===== src/rtl/cf_pkg.sv =====
package cf_pkg;
  localparam int CLR_W  = 2;   // one bit per flow-change source
  localparam int N_SRC  = 2;   // redirect requesters
  localparam int SRC_AB = 0;   // late abort: highest priority, colour bit 0
  localparam int SRC_BR = 1;   // taken branch, colour bit 1

  typedef logic [CLR_W-1:0] colour_t;
  typedef logic [N_SRC-1:0] src_vec_t;

  // Lowest index wins; result is one-hot or zero.
  function automatic src_vec_t first_set(input src_vec_t req);
    src_vec_t g;
    g = '0;
    for (int i = N_SRC - 1; i >= 0; i--) begin
      if (req[i]) g = src_vec_t'(1) << i;
    end
    return g;
  endfunction

  function automatic logic stale_tag(input colour_t tag, input colour_t want);
    return tag != want;
  endfunction
endpackage


===== src/rtl/cf_arbiter.sv =====
module cf_arbiter
  import cf_pkg::*;
(
  input  logic     clk,
  input  logic     rst_n,
  input  src_vec_t req,
  output src_vec_t gnt
);
  logic gap_q;

  assign gnt = gap_q ? '0 : first_set(req);

  always_ff @(posedge clk) begin
    if (!rst_n) gap_q <= 1'b0;
    else        gap_q <= |gnt;
  end


  gnt_onehot_chk: assert property (@(posedge clk) disable iff (!rst_n)
    $onehot0(gnt));

  grant_gap_chk: assert property (@(posedge clk) disable iff (!rst_n)
    (|gnt) |=> (gnt == '0));

  abort_first_chk: assert property (@(posedge clk) disable iff (!rst_n)
    (req[SRC_AB] && req[SRC_BR] && (|gnt)) |-> gnt[SRC_AB]);
endmodule


===== src/rtl/cf_colour_track.sv =====
module cf_colour_track
  import cf_pkg::*;
#(
  parameter int PC_W = 16
) (
  input  logic            clk,
  input  logic            rst_n,
  input  src_vec_t        gnt,
  input  logic [PC_W-1:0] tgt [N_SRC],
  output colour_t         colour,
  output logic            redir_valid,
  output logic [PC_W-1:0] redir_pc
);
  colour_t         colour_q;
  logic            rv_q;
  logic [PC_W-1:0] pc_q;
  logic [PC_W-1:0] pc_sel;

  for (genvar i = 0; i < N_SRC; i++) begin : g_bit
    always_ff @(posedge clk) begin
      if (!rst_n)      colour_q[i] <= 1'b0;
      else if (gnt[i]) colour_q[i] <= ~colour_q[i];
    end

    bit_flip_chk: assert property (@(posedge clk) disable iff (!rst_n)
      gnt[i] |=> (colour_q[i] != $past(colour_q[i])));
  end

  always_comb begin
    pc_sel = '0;
    for (int i = 0; i < N_SRC; i++) begin
      if (gnt[i]) pc_sel = tgt[i];
    end
  end

  always_ff @(posedge clk) begin
    if (!rst_n) begin
      rv_q <= 1'b0;
      pc_q <= '0;
    end else begin
      rv_q <= |gnt;
      if (|gnt) pc_q <= pc_sel;
    end
  end

  assign colour      = colour_q;
  assign redir_valid = rv_q;
  assign redir_pc    = pc_q;


  colour_hold_chk: assert property (@(posedge clk) disable iff (!rst_n)
    (gnt == '0) |=> $stable(colour_q));

  redir_single_chk: assert property (@(posedge clk) disable iff (!rst_n)
    rv_q |=> !rv_q);
endmodule


===== src/rtl/cf_filter.sv =====
module cf_filter
  import cf_pkg::*;
#(
  parameter int DATA_W = 32
) (
  input  logic              clk,
  input  logic              rst_n,
  input  colour_t           want,
  input  logic              in_valid,
  output logic              in_ready,
  input  colour_t           in_colour,
  input  logic [DATA_W-1:0] in_data,
  output logic              out_valid,
  input  logic              out_ready,
  output logic [DATA_W-1:0] out_data,
  output logic              drop
);
  logic wrong_path;

  assign wrong_path = stale_tag(in_colour, want);
  assign out_valid  = in_valid && !wrong_path;
  assign out_data   = in_data;
  assign in_ready   = wrong_path || out_ready;
  assign drop       = in_valid && wrong_path;


  drop_consumed_chk: assert property (@(posedge clk) disable iff (!rst_n)
    drop |-> (in_ready && !out_valid));

  pass_colour_chk: assert property (@(posedge clk) disable iff (!rst_n)
    out_valid |-> (in_colour == want));
endmodule


===== src/rtl/flow_colour_filter.sv =====
module flow_colour_filter
  import cf_pkg::*;
#(
  parameter int DATA_W = 32,
  parameter int PC_W   = 16
) (
  input  logic              clk,
  input  logic              rst_n,
  input  logic              in_valid,
  output logic              in_ready,
  input  logic [1:0]        in_colour,
  input  logic [DATA_W-1:0] in_data,
  output logic              out_valid,
  input  logic              out_ready,
  output logic [DATA_W-1:0] out_data,
  input  logic              br_req,
  input  logic [PC_W-1:0]   br_target,
  output logic              br_gnt,
  input  logic              ab_req,
  input  logic [PC_W-1:0]   ab_target,
  output logic              ab_gnt,
  output logic              redir_valid,
  output logic [PC_W-1:0]   redir_pc,
  output logic [1:0]        fetch_colour,
  output logic              discard_pulse
);
  src_vec_t        req;
  src_vec_t        gnt;
  colour_t         cur_colour;
  logic [PC_W-1:0] tgt [N_SRC];

  assign req[SRC_AB] = ab_req;
  assign req[SRC_BR] = br_req;
  assign tgt[SRC_AB] = ab_target;
  assign tgt[SRC_BR] = br_target;

  cf_arbiter u_arb (
    .clk (clk),
    .rst_n (rst_n),
    .req (req),
    .gnt (gnt)
  );

  cf_colour_track #(.PC_W(PC_W)) u_trk (
    .clk (clk),
    .rst_n (rst_n),
    .gnt (gnt),
    .tgt (tgt),
    .colour (cur_colour),
    .redir_valid (redir_valid),
    .redir_pc (redir_pc)
  );

  cf_filter #(.DATA_W(DATA_W)) u_flt (
    .clk (clk),
    .rst_n (rst_n),
    .want (cur_colour),
    .in_valid (in_valid),
    .in_ready (in_ready),
    .in_colour (in_colour),
    .in_data (in_data),
    .out_valid (out_valid),
    .out_ready (out_ready),
    .out_data (out_data),
    .drop (discard_pulse)
  );

  assign br_gnt       = gnt[SRC_BR];
  assign ab_gnt       = gnt[SRC_AB];
  assign fetch_colour = cur_colour;


  gnt_under_stall_chk: assert property (@(posedge clk) disable iff (!rst_n)
    (ab_req && !redir_valid) |-> ab_gnt);

  redir_after_gnt_chk: assert property (@(posedge clk) disable iff (!rst_n)
    (br_gnt || ab_gnt) |=> redir_valid);
endmodule


===== config.mk =====
export PLATFORM = sky130hd
export DESIGN_NAME = flow_colour_filter
export DESIGN_NICKNAME = d
export VERILOG_FILES = /design/src/rtl/cf_pkg.sv /design/src/rtl/cf_arbiter.sv /design/src/rtl/cf_colour_track.sv /design/src/rtl/cf_filter.sv /design/src/rtl/flow_colour_filter.sv
export SDC_FILE = /design/constraint.sdc
export NUM_CORES = 1
export LEC_CHECK = 0
export ABC_AREA = 1
export ABC_CLOCK_PERIOD_IN_PS = 1000
export BUFFER_PORTS_ARGS = -buffer_cell sky130_fd_sc_hd__buf_2
export CORE_MARGIN = 2
export CORE_UTILIZATION = 32
export DETAILED_ROUTE_END_ITERATION = 10
export PLACE_DENSITY = 0.82
export REMOVE_ABC_BUFFERS = 1
export SYNTH_ARGS = -nofsm -noshare
export SYNTH_HDL_FRONTEND = slang
export SYNTH_SLANG_ARGS = --single-unit

===== constraint.sdc =====
create_clock -name clk -period 1 [get_ports clk]
set_input_delay 0.2 -clock clk [delete_from_list [all_inputs] [get_ports clk]]
set_output_delay 0.2 -clock clk [all_outputs]
set_load 0.02 [all_outputs]

# Word level (Yosys, flattened, before mapping)
# Cells that the tools add are included.
# Widths: inputs -> output; s select.
word_totals:
  output_inout_bits: 56
  reg_bits: 19
classes:
  muxes: 5
  n_eq_ne: 1
  n_reduce_logical: 5
  bitwise: 2
ops:
  columns: ["cell", "n"]
  rows:
  - ["$mux 16", 2]
  - ["$mux 2", 3]
  - ["$logic_and 1x1->1", 2]
  - ["$ne 2x2->1", 1]
  - ["$not 1->1", 2]
  - ["$reduce_or 2->1", 1]
  - ["$logic_not 1->1", 1]
  - ["$logic_or 1x1->1", 1]

# Longest topological paths before layout
depth:
  ltp_word: 5
  mapped_depth: 8
  ltp_nobuf: 7

# By module
# From an unflattened synthesis, not the netlist that was laid out.
unflattened:
  hier_cells: 186
  area_unflattened_um2: 1252.5
by_module_without_submodules:
  columns: ["mod", "instances", "cells_per_inst", "area_per_inst_um2", "seq_area_each_um2"]
  rows:
  - ["cf_colour_track", 1, 130, 888.4, 380.4]
  - ["cf_filter", 1, 47, 312.8, 0.0]
  - ["cf_arbiter", 1, 9, 51.3, 20.0]

# Worst setup path after synthesis
# Ideal clock, no wire load.
synth_path:
  kind: "reg-to-output"
  start: "reg u_trk.colour_q[0], in the netlist u_trk.colour[0]"
  end: "out in_ready"
  required_ns: 0.800
  arrival_ns: 1.022
  path_slack_ns: -0.222
  path_stages_with_launch: 4
  n_path_buf: 0
  path_cell_list: "dfxtp_1 -> xnor2_1 -> nand2_1 -> or2_2"
synth_between:
  elab_chain_len: 2
synth_rtl:
  columns: ["element", "line_no", "text"]
  rows:
  - ["start: declaration", "cf_colour_track.sv:14", "colour_t colour_q;"]
  - ["start signal: indexed assignment", "cf_colour_track.sv:22", "else if (gnt[i]) colour_q[i] <= ~colour_q[i];"]
  - ["$ne 2x2->1", "cf_pkg.sv:21", "return tag != want;"]
  - ["$logic_or 1x1->1", "cf_filter.sv:23", "assign in_ready = wrong_path || out_ready;"]
  - ["end: declaration", "flow_colour_filter.sv:10", "output logic in_ready,"]
# Every way passes these cells.

# Final worst setup path
layout_path:
  start: "reg u_trk.colour_q[1], in the netlist u_trk.colour[1]"
  end: "out in_ready"
# The elaborated chain is that of the path after synthesis.

==> reports/qor.yml <==
drt:
  viasPerCell: 5.036
  routed_wirelength_mm: 5.012
  vias: 1385
  drc: 0
  antenna_left: 0
  drtPass1Iterations: 4
  drtIter0Drc: 36
  wl_per_cell_um: 18.23
sta:
  setup_slack_ns: -0.4473
  tightestPinTransition_ns: 0.3819
  fin_skew_ns: 0.003505
  slew_violations: 0
  setup_viol: 24
  timing.final.crit_share_pct: 144.7
  period_minus_slack_ns: 1.447
  fmax_ghz: 0.6910
  hold_violations: 0
  max_slew_margin_pct: 74.54
  rsz0062_at_grt: "true"
grt:
  grt_pass1_vias: 1316
  grt_usage_pct: 22.99
  use_met2_pct: 32.63
  use_met1_pct: 26.89
  grt_use_met3_pct: 18.24
  grt_max_degree: 20
  grt_pass1_wl_mm: 7.155
  top_usage_layer: "met2"
  antenna_found_initial: 0
  grt_overflow: 0
worst_setup_path:
  startpoint: "u_trk.colour[1]$_SDFFE_PN0P_"
  critPathArrivalTime_ns: 1.25
  cp-end-kind: "primary output"
  critPathMaxFanout: 2
  reg2reg_from: "u_trk.redir_valid$_SDFF_PN0_"
  required_ns: 0.80
  critPathLaunchType: "flop"
  path_class: "reg -> out"
cells_and_area:
  synthToLayoutAreaGrowth_pct: 55.01
  nets: 300
  drive_above_1_share_pct: 60.35
  fillers: 379
  final_cell_mix: "buf_2 (43), nand2_1 (28), buf_4 (22), inv_1 (19), buf_6 (17)"
  stdcell_count: 275
  num_antenna_cells: 0
  layout.cells.most_common: "buf_2"
cts:
  numCtsBuffers: 3
  insertion_delay_ns: 0.26
  cts_tree: "yes"
  htreeDepth: 1
  cts_buffer_depth: 2
  cts.sinks: 19
  path_clk_slew_ns: 0.07
  root_buffer: "clkbuf_8"
synth:
  yosysUniqueCellTypes: 19
  ys_warn_count: 0
  synth_seq_area_share_pct: 30.46
  synthesis.area_sq_mm: 0.001249
  ys.flop_type: "dfxtp_1"
  syn_inst: 178
  synth-async-reset-ratio_pct: 0
  ys_ff_latch: 19
  synth_edf_count: 0
  syn_area_per_cell_sq_um: 7.015
placed_design:
  io_buffers: 63
  dpl.cell_count: 261
  gp_congestion: 0.6786
  post-place-ws_ns: -0.2627
  dp_hpwl_mm: 3.370
floorplan:
  die_w_um: 66.47
  start_util_pct: 33.60
  die_height_um: 66.47
  dieArea_sq_mm: 0.004418
  ios: 128
  row_count: 22
  core_sq_mm: 0.003716
power_and_ir_drop:
  powerDensity_mw_per_mm2: 1176
  max-vdd-ir-drop_mv: 1.042
  p_leak_nw: 1.032
run:
  max-cap-violations: 0
outcome:
  status: "complete, but fails checks"
  violations: "negative setup slack"
worst_hold_path:
  min_from: "ab_target[3]"
  hp-class: "in -> reg"
-- layer usage --
metal	vias up	wire [um]
li1	644	-
met1	635	1971
met2	102	2138
met3	4	871
met4	0	31
met5	-	0
-- final timing paths --
path	slack, ns	to	depth (start not counted)
worst max-delay path	-0.45	in_ready	4
worst min register to register	0.56	u_trk.redir_pc[13]$_SDFFE_PN0P_	4
worst min-delay path	0.23	u_trk.redir_pc[3]$_SDFFE_PN0P_	5
worst max register to register	-0.14	u_trk.redir_pc[11]$_SDFFE_PN0P_	8
-- flip-flops by register name, summed over array words and instances, names as in the netlist --
register           cells
u_trk.redir_pc        16
u_trk.redir_valid      1
u_trk.colour           2
-- report_power, final --
part	switching, W	internal [W]
combinational	0.000446	0.000413
sequential	0.0000449	0.000820
clock	0.000268	0.000284
-- worst max-delay path, cell delays in order (launching register included) --
cell	delay [ns]
dfxtp_4	0.37
xnor2_4	0.16
nand2_2	0.09
or2_4	0.24
buf_6	0.13
-- cells by family after synthesis --
group | after synthesis | synth area share [%]
flops | 19 | 30.46
buf+inv | 65 | 32.16
compound gates | 6 | 2.605
xor+xnor | 2 | 1.403
simple gates | 86 | 33.37
-- synthesized netlist by cell type, types with 2 or more instances --
cell | count | area [sq um]
xnor2_1 | 2 | 17.52
a21oi_1 | 3 | 15.01
nand4_1 | 16 | 100.1
dfxtp_1 | 19 | 380.4
inv_1 | 20 | 75.07
inv_2 | 2 | 7.510
o21ai_0 | 2 | 10.01
buf_2 | 4 | 20.02
buf_4 | 34 | 255.2
nand2_1 | 33 | 123.9
nand3_1 | 33 | 165.2
buf_6 | 3 | 33.78
-- layout make-up --
cell class / count / area (sq um) / area share [%]
inverter: 23 / 91.34 / 4.719
tap: 48 / 60.06 / 3.103
sequential: 19 / 396.6 / 20.49
multi-input combinational: 96 / 703.2 / 36.33
timing repair buffer: 85 / 639.4 / 33.03
clock buffer: 4 / 45.04 / 2.327
-- timing repair --
action,in CTS,in global routing
buffers inserted,6,1
hold buffers,0,0
resized for setup,59,41
pin swaps,23,6
cloned,3,0
setup endpoints to repair,24,37
-- stage by stage --
| stage | power, W | util, % | instance area [sq um] | TNS (ns) | hold WS (ns) |
|---|---|---|---|---|---|
| after floorplan | 0.001148 | - | 935.9 | -4.929 | 0.2976 |
| after global placement | 0.001421 | 38.11 | 1416 | -1.220 | 0.4002 |
| after detailed placement | 0.001431 | 38.11 | 1416 | -1.619 | 0.4002 |
| after CTS | 0.002184 | 48.08 | 1787 | -2.629 | 0.2215 |
| after global routing | 0.002394 | 52.09 | 1936 | -4.472 | 0.2511 |
| final | 0.002276 | 52.09 | 1936 | -3.229 | 0.2311 |
Power figures use the tool's default switching activity.
